<file path="config.mk">
export PLATFORM = sky130hd
export DESIGN_NAME = pbus_timing_ctrl
export DESIGN_NICKNAME = d
export VERILOG_FILES = /design/src/rtl/pbus_pkg.sv /design/src/rtl/pbus_cfg_reg.sv /design/src/rtl/pbus_phase_cnt.sv /design/src/rtl/pbus_lane_mask.sv /design/src/rtl/pbus_timing_ctrl.sv
export SDC_FILE = /design/constraint.sdc
export NUM_CORES = 1
export LEC_CHECK = 0
export ABC_AREA = 1
export BUFFER_PORTS_ARGS = -buffer_cell sky130_fd_sc_hd__buf_2
export CELL_PAD_IN_SITES_DETAIL_PLACEMENT = 1
export CELL_PAD_IN_SITES_GLOBAL_PLACEMENT = 2
export CORE_ASPECT_RATIO = 0.5
export CORE_MARGIN = 2
export CORE_UTILIZATION = 29
export CTS_CLUSTER_SIZE = 28
export DETAILED_ROUTE_END_ITERATION = 8
export PLACE_DENSITY_LB_ADDON = 0.1
export SYNTH_ARGS = -nofsm -noshare
export SYNTH_HDL_FRONTEND = slang
export SYNTH_HIERARCHICAL = 1
export SYNTH_SLANG_ARGS = --single-unit
</file>
<file path="constraint.sdc">
create_clock -name clk -period 2.92 [get_ports clk]
set_input_delay 0.146 -clock clk [delete_from_list [all_inputs] [get_ports clk]]
set_output_delay 0.146 -clock clk [all_outputs]
set_load 0.02 [all_outputs]
</file>
<file path="src/rtl/pbus_pkg.sv">
package pbus_pkg;

  typedef enum logic [2:0] {
    ST_IDLE, ST_CSU, ST_ALE, ST_RACC, ST_TURN, ST_WSU, ST_WLO, ST_WHI
  } pbus_state_e;

  typedef struct packed {
    logic [4:0] first_gap;
    logic [4:0] next_gap;
    logic [3:0] idle_gap;
    logic [3:0] setup_gap;
    logic [3:0] low_gap;
    logic [3:0] high_gap;
    logic [1:0] width;
  } pbus_timing_t;

  // Gather each split field: extension bit on top, packed low bits below.
  function automatic pbus_timing_t unpack_timing(input logic [31:0] w);
    pbus_timing_t t;
    t.idle_gap  = {w[22], w[2:0]};
    t.first_gap = {w[23], w[6:3]};
    t.next_gap  = {w[24], w[10:7]};
    t.setup_gap = {w[25], w[13:11]};
    t.low_gap   = {w[26], w[16:14]};
    t.high_gap  = {w[27], w[19:17]};
    t.width     = w[21:20];
    return t;
  endfunction

  // Counter preload: a zero count still lasts one tick.
  function automatic logic [4:0] preload(input logic [4:0] n);
    return (n == 5'd0) ? 5'd0 : n - 5'd1;
  endfunction

endpackage

</file>
<file path="src/rtl/pbus_cfg_reg.sv">
module pbus_cfg_reg #(
  parameter logic [31:0] RST_VAL = 32'h8000_0000
) (
  input  logic                  clk,
  input  logic                  rst,
  input  logic                  wr_en,
  input  logic [31:0]           wr_data,
  input  logic                  snap,
  output logic [31:0]           rdata,
  output pbus_pkg::pbus_timing_t active
);
  logic [29:0] body;

  always_ff @(posedge clk) begin
    if (rst)        body <= RST_VAL[29:0];
    else if (wr_en) body <= wr_data[29:0];
  end

  assign rdata = {2'b10, body};

  // Snapshot taken at acceptance; the running access never sees a rewrite.
  always_ff @(posedge clk) begin
    if (rst)       active <= pbus_pkg::unpack_timing(RST_VAL);
    else if (snap) active <= pbus_pkg::unpack_timing(rdata);
  end
endmodule

</file>
<file path="src/rtl/pbus_phase_cnt.sv">
module pbus_phase_cnt #(
  parameter int W = 5
) (
  input  logic         clk,
  input  logic         rst,
  input  logic         load,
  input  logic [W-1:0] load_val,
  output logic         done
);
  logic [W-1:0] cnt;

  always_ff @(posedge clk) begin
    if (rst)                cnt <= '0;
    else if (load)          cnt <= load_val;
    else if (cnt != '0)     cnt <= cnt - 1'b1;
  end

  assign done = (cnt == '0);
endmodule

</file>
<file path="src/rtl/pbus_lane_mask.sv">
module pbus_lane_mask #(
  parameter int DW = 32
) (
  input  logic [1:0]    width,
  output logic [DW-1:0] mask
);
  localparam int LANES = DW / 8;

  for (genvar i = 0; i < LANES; i++) begin : g_lane
    assign mask[i*8 +: 8] = {8{(32'(i) < (32'd1 << width))}};
  end
endmodule

</file>
<file path="src/rtl/pbus_timing_ctrl.sv">
module pbus_timing_ctrl #(
  parameter int          DW        = 32,
  parameter int          AW        = 24,
  parameter int          MAX_BEATS = 4,
  parameter int          LENW      = $clog2(MAX_BEATS),
  parameter logic [31:0] CFG_RST   = 32'h8000_0000
) (
  input  logic                    clk,
  input  logic                    rst,
  input  logic                    cfg_wr,
  input  logic [31:0]             cfg_wdata,
  output logic [31:0]             cfg_rdata,
  input  logic                    req_valid,
  output logic                    req_ready,
  input  logic                    req_write,
  input  logic [AW-1:0]           req_addr,
  input  logic [LENW-1:0]         req_len,
  input  logic [MAX_BEATS*DW-1:0] req_wdata,
  output logic                    rd_valid,
  output logic [DW-1:0]           rd_data,
  output logic                    bus_cs_n,
  output logic                    bus_ale,
  output logic                    bus_oe_n,
  output logic                    bus_we_n,
  output logic [2:0]              bus_a,
  output logic [DW-1:0]           bus_ad_out,
  output logic                    bus_ad_oe,
  input  logic [DW-1:0]           bus_ad_in
);
  import pbus_pkg::*;

  localparam int PADW = DW - AW;

  pbus_state_e            state, nxt;
  pbus_timing_t           tm;
  logic                   accept, cnt_load, cnt_done, beat_inc, sample;
  logic [4:0]             cnt_val;
  logic [DW-1:0]          mask, addr_ext;
  logic [AW-1:0]          addr_q;
  logic [LENW-1:0]        len_q, beat, beat_nx;
  logic                   wr_q;
  logic [MAX_BEATS*DW-1:0] wdata_q;

  assign accept   = req_valid && req_ready;
  assign beat_nx  = beat_inc ? beat + 1'b1 : beat;
  assign addr_ext = {{PADW{1'b0}}, addr_q};

  pbus_cfg_reg #(.RST_VAL(CFG_RST)) u_cfg (
    .clk(clk), .rst(rst), .wr_en(cfg_wr), .wr_data(cfg_wdata),
    .snap(accept), .rdata(cfg_rdata), .active(tm)
  );

  pbus_phase_cnt #(.W(5)) u_cnt (
    .clk(clk), .rst(rst), .load(cnt_load), .load_val(cnt_val), .done(cnt_done)
  );

  pbus_lane_mask #(.DW(DW)) u_mask (.width(tm.width), .mask(mask));

  always_comb begin
    nxt      = state;
    cnt_load = 1'b0;
    cnt_val  = '0;
    beat_inc = 1'b0;
    sample   = 1'b0;
    unique case (state)
      ST_IDLE: if (accept) nxt = ST_CSU;
      ST_CSU:  nxt = ST_ALE;
      ST_ALE: begin
        cnt_load = 1'b1;
        if (wr_q) begin
          nxt     = ST_WSU;
          cnt_val = preload({1'b0, tm.setup_gap});
        end else begin
          nxt     = ST_RACC;
          cnt_val = preload(tm.first_gap);
        end
      end
      ST_RACC: if (cnt_done) begin
        sample   = 1'b1;
        cnt_load = 1'b1;
        if (beat == len_q) begin
          nxt     = ST_TURN;
          cnt_val = preload({1'b0, tm.idle_gap});
        end else begin
          beat_inc = 1'b1;
          cnt_val  = preload(tm.next_gap);
        end
      end
      ST_TURN: if (cnt_done) nxt = ST_IDLE;
      ST_WSU: if (cnt_done) begin
        nxt      = ST_WLO;
        cnt_load = 1'b1;
        cnt_val  = preload({1'b0, tm.low_gap});
      end
      ST_WLO: if (cnt_done) begin
        if (beat == len_q) begin
          nxt = ST_IDLE;
        end else begin
          nxt      = ST_WHI;
          cnt_load = 1'b1;
          cnt_val  = preload({1'b0, tm.high_gap});
        end
      end
      ST_WHI: if (cnt_done) begin
        nxt      = ST_WLO;
        beat_inc = 1'b1;
        cnt_load = 1'b1;
        cnt_val  = preload({1'b0, tm.low_gap});
      end
      default: nxt = ST_IDLE;
    endcase
  end

  always_ff @(posedge clk) begin
    if (rst) begin
      state      <= ST_IDLE;
      req_ready  <= 1'b1;
      bus_cs_n   <= 1'b1;
      bus_ale    <= 1'b0;
      bus_oe_n   <= 1'b1;
      bus_we_n   <= 1'b1;
      bus_ad_oe  <= 1'b0;
      bus_ad_out <= '0;
      bus_a      <= '0;
      beat       <= '0;
      rd_valid   <= 1'b0;
      rd_data    <= '0;
      addr_q     <= '0;
      len_q      <= '0;
      wr_q       <= 1'b0;
      wdata_q    <= '0;
    end else begin
      state     <= nxt;
      req_ready <= (nxt == ST_IDLE);
      bus_cs_n  <= (nxt == ST_IDLE) || (nxt == ST_TURN);
      bus_ale   <= (nxt == ST_ALE);
      bus_oe_n  <= (nxt != ST_RACC);
      bus_we_n  <= (nxt != ST_WLO);
      bus_ad_oe <= (nxt == ST_ALE) || (nxt == ST_WSU) ||
                   (nxt == ST_WLO) || (nxt == ST_WHI);
      unique case (nxt)
        ST_ALE:                 bus_ad_out <= addr_ext & mask;
        ST_WSU, ST_WLO, ST_WHI: bus_ad_out <= wdata_q[beat_nx*DW +: DW] & mask;
        default:                bus_ad_out <= '0;
      endcase
      if (accept) begin
        addr_q  <= req_addr;
        len_q   <= req_len;
        wr_q    <= req_write;
        wdata_q <= req_wdata;
        beat    <= '0;
        bus_a   <= req_addr[2:0];
      end else if (beat_inc) begin
        beat  <= beat_nx;
        bus_a <= bus_a + 3'd1;
      end
      rd_valid <= sample;
      if (sample) rd_data <= bus_ad_in & mask;
    end
  end
endmodule

</file>
==> results.py, run 1 <==
metrics = {
    "synth": {
        "async_flop_share": 0,
        "synth-edff-count": 0,
        "syn_inst": 1867,
        "synth-main-ff-cell": "dfxtp_1",
        "syn-cell-area_mm2": 0.01301,
        "seq_area_frac_synth": 0.4571,
        "ys_seq_elements": 297,
        "ys_warn_count": 6,
        "synthDistinctLibCells": 42,
        "avgSynthCellArea_um2": 6.968,
    },
    "clock_network": {
        "clkSinkCount": 297,
        "cts_buffers": 31,
        "cts_htree_levels": 1,
        "clkTransAtPathRegs_ns": 0.06,
        "clockBufferDepth": 3,
        "cts_setup_buffers": 0,
        "clk_latency_ns": 0.57,
        "cts_tree": "built",
        "root_buffer": "clkbuf_16",
    },
    "floorplanning": {
        "fp.dieH_um": 153.8,
        "initial_utilization": 0.2962,
        "die-area_mm2": 0.04667,
        "core.rowCount": 54,
        "io_pins": 329,
        "core_mm2": 0.04392,
        "die_w_um": 303.5,
    },
    "critical_path": {
        "ff2ff_setup_slack_ns": 0.31,
        "cp_cell_sequence": "inv_1 > ha_1 > nand3_2 > clkinv_2 > inv_2 > nor3_4 > nand2_1 > nand3_2 > buf_4 > nand3_1 > nand3_1 > nand2_1 > nand2_1 > a21oi_1",
        "critPathArrivalTime_ns": 3.07,
        "regToRegEndpoint": "bus_ad_out[16]$_SDFF_PP0_",
        "startpoint": "u_cnt/cnt[0]$_SDFFE_PP0P_",
        "r2r-start": "u_cnt/cnt[0]$_SDFFE_PP0P_",
        "start_kind": "register",
        "max_stage_delay_ns": 0.38,
        "crit_path_frequent_cell": "nand2_1",
        "r2r_cells": 14,
        "crit_end": "bus_ad_out[16]$_SDFF_PP0_",
        "end_kind": "register",
        "worst-path-stages": 14,
        "crit_slowest_cell": "buf_4",
        "crit_required_ns": 3.38,
        "crit_type": "reg -> reg",
        "path_buf_inv": 4,
        "critPathMaxFanout": 36,
        "path_delay_family": "simple AND/OR/NAND/NOR gates",
    },
    "final_layout": {
        "syn_to_final_growth_pct": 39.41,
        "drive_gt1_frac": 0.1871,
        "fin_util": 0.4130,
        "nets": 2567,
        "fillers": 5596,
    },
    "global_route": {
        "grt_overflow_total": 0,
        "antenna_found_initial": 3,
        "grt_max_degree": 155,
        "grt_util_all_layers": 0.2012,
        "grt_pass1_vias": 13213,
        "grt_pass1_wl_um": 74150,
    },
    "place": {
        "preCtsSetupSlack_ns": 0.2709,
        "gp_congestion": 0.8249,
        "post-dp-hpwl_um": 32800,
        "portBuffers": 324,
    },
    "sta": {
        "slew_violations": 0,
        "finalHoldViolCount": 0,
        "post-route-worst-setup-slack_ns": 0.3144,
        "final.period_utilization": 0.8923,
        "tns_ns": 0,
        "clock_skew_ns": 0.01531,
        "worstMarginPinSlew_ns": 1.036,
        "hold_ws_ns": 0.1291,
        "relSlewSlack": 0.3091,
        "fin_crit_ns": 2.606,
        "fmax_mhz": 383.8,
        "setup_violations": 0,
        "rsz0062_at_grt": "false",
    },
    "flow_run": {
        "drv_cap": 0,
    },
    "hold_path": {
        "hold_class": "in -> reg",
    },
    "route": {
        "first_pass_iters": 5,
        "via_per_inst": 4.486,
        "num_vias": 13244,
        "ant_nets": 0,
        "drcViolationCount": 0,
        "drt_iter0_markers": 671,
        "wl_um": 48050,
        "wl_per_cell_um": 16.28,
    },
    "outcome": {
        "status": "finished clean",
    },
    "power_and_ir_drop": {
        "p_leak_uw": 0.008399,
        "max-vdd-ir-drop_v": 0.0004861,
        "p_per_area_mw_per_mm2": 707.4,
    },
}
==> kinds of logic after synthesis <==
group	after synthesis	synth area share
AO/OA/AOI/OAI	378	0.1495
buffers and inverters	377	0.1281
flip-flops	297	0.4571
other	3	0.0008656
adder cells (fa/ha/maj)	4	0.003847
XOR/XNOR	8	0.005386
AND/OR/NAND/NOR	800	0.2553
==> where the power goes <==
part	internal [uW]	total (uW)	switching, uW
Sequential	4670	4970	292
Clock	2220	3940	1720
Combinational	1280	3930	2650
Total	8170	12800	4660
==> flip-flops by register name (all words and copies together), names as in the netlist, 2 cells and up <==
name and cells:
wdata_q 128, bus_ad_out 32, rd_data 32, u_cfg/body 30, u_cfg/active 28, addr_q 24
u_cnt/cnt 5, bus_a 3, state 3, beat 2, len_q 2
==> cells in the mapped netlist, types with 11 or more instances <==
cell type	number	area [um^2]
nand2_1	354	1329
dfxtp_1	297	5946
nor2_1	239	897.1
inv_1	220	825.8
a21oi_1	185	925.9
nand3_1	182	910.9
o21ai_0	167	835.8
clkbuf_1	73	274.0
buf_4	37	277.8
buf_2	23	115.1
buf_6	11	123.9
o21ai_1	11	55.05
==> how the worst min path moves through the flow <==
stage	start	end	slack, ns	cells after the start
finish	req_valid	addr_q[1]$_SDFFE_PP0P_	0.13	4
global route	req_valid	addr_q[0]$_SDFFE_PP0P_	0.15	4
CTS	req_valid	addr_q[1]$_SDFFE_PP0P_	0.1	4
detailed placement	req_wdata[121]	wdata_q[121]$_SDFFE_PP0P_	0.41	3
global placement	req_addr[16]	addr_q[16]$_SDFFE_PP0P_	0.41	3
floorplan	rst	u_cnt/cnt[1]$_SDFFE_PP0P_	0.21	1
==> placed cells by master, fill, tap and decap left out, types with 2 or more instances in the layout <==
master and n:
nor2_1 238, or2_2 4, a21oi_1 185, diode_2 2
o22ai_1 2, clkbuf_8 7, ha_1 4, inv_2 9
a21oi_4 2, o21ai_0 167, nand3_1 181, nand2_1 353
conb_1 10, clkinv_2 7, xor2_1 4, inv_1 219
nand3_2 6, dfxtp_1 296, nor2_2 2, a21oi_2 2
buf_4 31, clkbuf_1 9, o21ai_1 11, xnor2_1 4
dlygate4sd3_1 218, clkbuf_16 31, buf_12 5, buf_2 324
nand2_2 3, nor3_1 6
==> routing by layer <==
metal,track usage,wire (um),vias to the layer above
li1,-,-,6820
met1,0.2837,23670,6151
met2,0.3271,21880,209
met3,0.02868,1673,62
met4,0.03922,806,2
met5,0,13,-
==> timing repair <==
action,CTS,global route
endpoints found under the setup margin,0,7
endpoints found under the hold margin,224,0
hold buffers,218,0
gates resized for setup,0,3
==> worst register-to-register path: cells and delay by family, from the launching register on <==
family	cells	cell delay, ns
DFF	1	0.31
AOI/OAI and AO/OA	1	0.06
buffers and inverters	4	0.63
and+or+nand+nor	8	1.24
adders and majority gates	1	0.26
==> area by class of cell <==
type                       count  area [um^2]  share of cell area
multi-input combinational   1201         5459              0.3010
antenna                        2        5.005           0.0002760
tap                          588        735.7             0.04057
clock buffer                  47        905.9             0.04995
inverter                     231        872.1             0.04809
clock inverter                 8        75.07            0.004139
timing repair buffer         578         4136              0.2281
sequential                   297         5947              0.3279
==> per-stage QoR <==
step | cells | total power (uW) | cell area [um^2]
after floorplan | 1874 | 7511 | 13040
after global placement | 2676 | 8652 | 14940
after detailed placement | 2676 | 8691 | 14940
after CTS | 2949 | 12930 | 18110
after global routing | 2952 | 13740 | 18140
final | 2952 | 12830 | 18140
Note: power is estimated with default switching activity, not from simulation.
==> inputs of run 2 (changes only) <==
--- a/config.mk
+++ b/config.mk
@@ -7,11 +7,13 @@
 export LEC_CHECK = 0
 export ABC_AREA = 1
 export BUFFER_PORTS_ARGS = -buffer_cell sky130_fd_sc_hd__buf_2
+export CAP_MARGIN = 20
 export CELL_PAD_IN_SITES_DETAIL_PLACEMENT = 1
 export CELL_PAD_IN_SITES_GLOBAL_PLACEMENT = 2
 export CORE_ASPECT_RATIO = 0.5
 export CORE_MARGIN = 2
 export CORE_UTILIZATION = 29
+export CTS_BUF_LIST = sky130_fd_sc_hd__clkbuf_16
 export CTS_CLUSTER_SIZE = 28
 export DETAILED_ROUTE_END_ITERATION = 8
 export PLACE_DENSITY_LB_ADDON = 0.1
==> run 2 against run 1 <==
Total power decreased by 1.6%. Critical path depth decreased by 1. Setup slack lost 0.016 ns. Sequential share of layout area rose by 0.13 points. Clock skew grew 0.0015 ns. Global-route usage barely moved. Register-to-register slack got worse by 0.02 ns. Largest cell class unchanged.
==> results.py, run 2 (same netlist as run 1, synthesis figures left out) <==
metrics = {
    "global_route": {
        "grt_max_degree": 155,
        "grt_util_all_layers": 0.2009,
        "grt_pass1_vias": 13211,
        "grt_overflow_total": 0,
        "grt_pass1_wl_um": 74060,
        "antenna_found_initial": 3,
    },
    "power_and_ir_drop": {
        "comb_power_share": 0.311,
        "p_sw_uw": 4671,
        "p_leak_uw": 0.008397,
        "p_clk_frac": 0.295,
        "max-vdd-ir-drop_v": 0.0004869,
        "internal-power_uw": 7954,
        "switching_share": 0.3700,
        "p_per_area_mw_per_mm2": 698.8,
        "p_seq_frac": 0.393,
    },
    "critical_path": {
        "crit_type": "reg -> reg",
        "critPathArrivalTime_ns": 3.08,
        "end_kind": "register",
        "worst-path-stages": 13,
        "crit_slowest_cell": "nor2_1",
        "path_buf_inv": 4,
        "r2r_cells": 13,
        "cp_cell_sequence": "inv_1 > ha_1 > nand3_2 > clkinv_2 > buf_4 > nand3_1 > nand2_1 > nand2_1 > nor2_1 > nand3_1 > buf_4 > nand3_1 > a21oi_1",
        "crit_required_ns": 3.38,
        "critPathMaxFanout": 25,
        "ff2ff_setup_slack_ns": 0.30,
        "start_kind": "register",
        "path_delay_family": "simple AND/OR/NAND/NOR gates",
        "max_stage_delay_ns": 0.47,
        "crit_path_frequent_cell": "nand3_1",
    },
    "route": {
        "wl_per_cell_um": 16.26,
        "drt_iter0_markers": 645,
        "num_vias": 13273,
        "ant_nets": 0,
        "first_pass_iters": 5,
        "drcViolationCount": 0,
        "wl_um": 48010,
        "via_per_inst": 4.496,
    },
    "place": {
        "preCtsSetupSlack_ns": 0.2709,
        "portBuffers": 324,
        "post-dp-hpwl_um": 32800,
        "gp_congestion": 0.8249,
    },
    "final_layout": {
        "layout_common_cells": "353 x nand2_1, 324 x buf_2, 296 x dfxtp_1",
        "syn_to_final_growth_pct": 38.88,
        "top_regs": "wdata_q (128), bus_ad_out (32), rd_data (32)",
        "drive_gt1_frac": 0.1842,
        "final_common_cell": "nand2_1",
        "multi_input_area_mm2": 0.005459,
        "largest-register": "wdata_q",
        "largest_reg_flops": 128,
        "fillers": 5607,
        "nets": 2567,
        "regArea_mm2": 0.005947,
    },
    "floorplanning": {
        "initial_utilization": 0.2962,
        "die-area_mm2": 0.04667,
        "fp.dieH_um": 153.8,
        "core_mm2": 0.04392,
        "core.rowCount": 54,
        "io_pins": 329,
        "die_w_um": 303.5,
    },
    "clock_network": {
        "clockBufferDepth": 3,
        "cts_tree": "built",
        "cts_htree_levels": 1,
        "clkTransAtPathRegs_ns": 0.07,
        "clk_latency_ns": 0.57,
        "cts_buffers": 31,
        "root_buffer": "clkbuf_16",
        "cts_setup_buffers": 0,
        "clkSinkCount": 297,
    },
    "sta": {
        "rsz0062_at_grt": "false",
        "post-route-worst-setup-slack_ns": 0.2987,
        "finalHoldViolCount": 0,
        "relSlewSlack": 0.3072,
        "clock_skew_ns": 0.01680,
        "fin_crit_ns": 2.621,
        "tns_ns": 0,
        "fmax_mhz": 381.5,
        "final.period_utilization": 0.8977,
        "slew_violations": 0,
        "worstMarginPinSlew_ns": 1.039,
        "setup_violations": 0,
    },
    "flow_run": {
        "drv_cap": 0,
    },
    "hold_path": {
        "hold_class": "in -> reg",
        "hold_depth": 4,
    },
    "outcome": {
        "status": "finished clean",
    },
}
-- run 2: cell types whose count changed in the layout (fill, tap and decap cells not counted), sizes merged --
| cell | delta |
|---|---|
| clkbuf | -16 |
| clkinv | +7 |
| inv | +9 |
-- run 2: worst paths after layout --
path / endpoint / from
worst max-delay path: bus_ad_out[14]$_SDFF_PP0_ / u_cnt/cnt[0]$_SDFFE_PP0P_
worst min-delay path: addr_q[0]$_SDFFE_PP0P_ / req_valid
worst max register to register: bus_ad_out[14]$_SDFF_PP0_ / u_cnt/cnt[0]$_SDFFE_PP0P_
worst min register to register: wdata_q[97]$_SDFFE_PP0P_ / wdata_q[97]$_SDFFE_PP0P_
-- run 2: layout make-up --
type,count,area share
Sequential cell,297,0.3292
Antenna cell,2,0.0002770
Tap cell,588,0.04072
Clock buffer,31,0.04294
Inverter,231,0.04827
Clock inverter,24,0.007480
Multi-Input combinational cell,1201,0.3022
Timing Repair Buffer,578,0.2290
-- run 2: power groups by stage --
stage,registers (uW),clock network [uW],logic (uW)
after floorplan,5070,0,2440
after global placement,5040,0,3610
after detailed placement,5060,0,3630
after CTS,4970,3870,3880
after global routing,5040,4040,4430
final,4970,3730,3930
-- run 2: tightest hold or removal path, cell delays in order --
cell and delay (ns):
buf_2 0.10, nand2_4 0.21, nand2_1 0.13, a21oi_1 0.05
-- run 2: what timing repair did --
item                                    in CTS  in global routing
endpoints found under the setup margin       0                  7
resized for setup                            0                  3
hold buffers                               218                  0
hold endpoints to repair                   224                  0
-- run 2: layer usage --
layer / routed length, um / GRT usage
met1: 23520 / 0.2830
met5: 13 / 0
met2: 22000 / 0.3269
met4: 813 / 0.03945
met3: 1661 / 0.02854
-- run 2: stage by stage --
stage	cell area, um^2	instances	total power [uW]	utilization	hold slack [ns]
after detailed placement	14940	2676	8691	0.3403	0.4092
after CTS	18040	2949	12720	0.4107	0.09701
final	18070	2952	12630	0.4114	0.1252
after global routing	18070	2952	13510	0.4114	0.1521
after global placement	14940	2676	8652	0.3403	0.4055
after floorplan	13040	1874	7511	-	0.2084
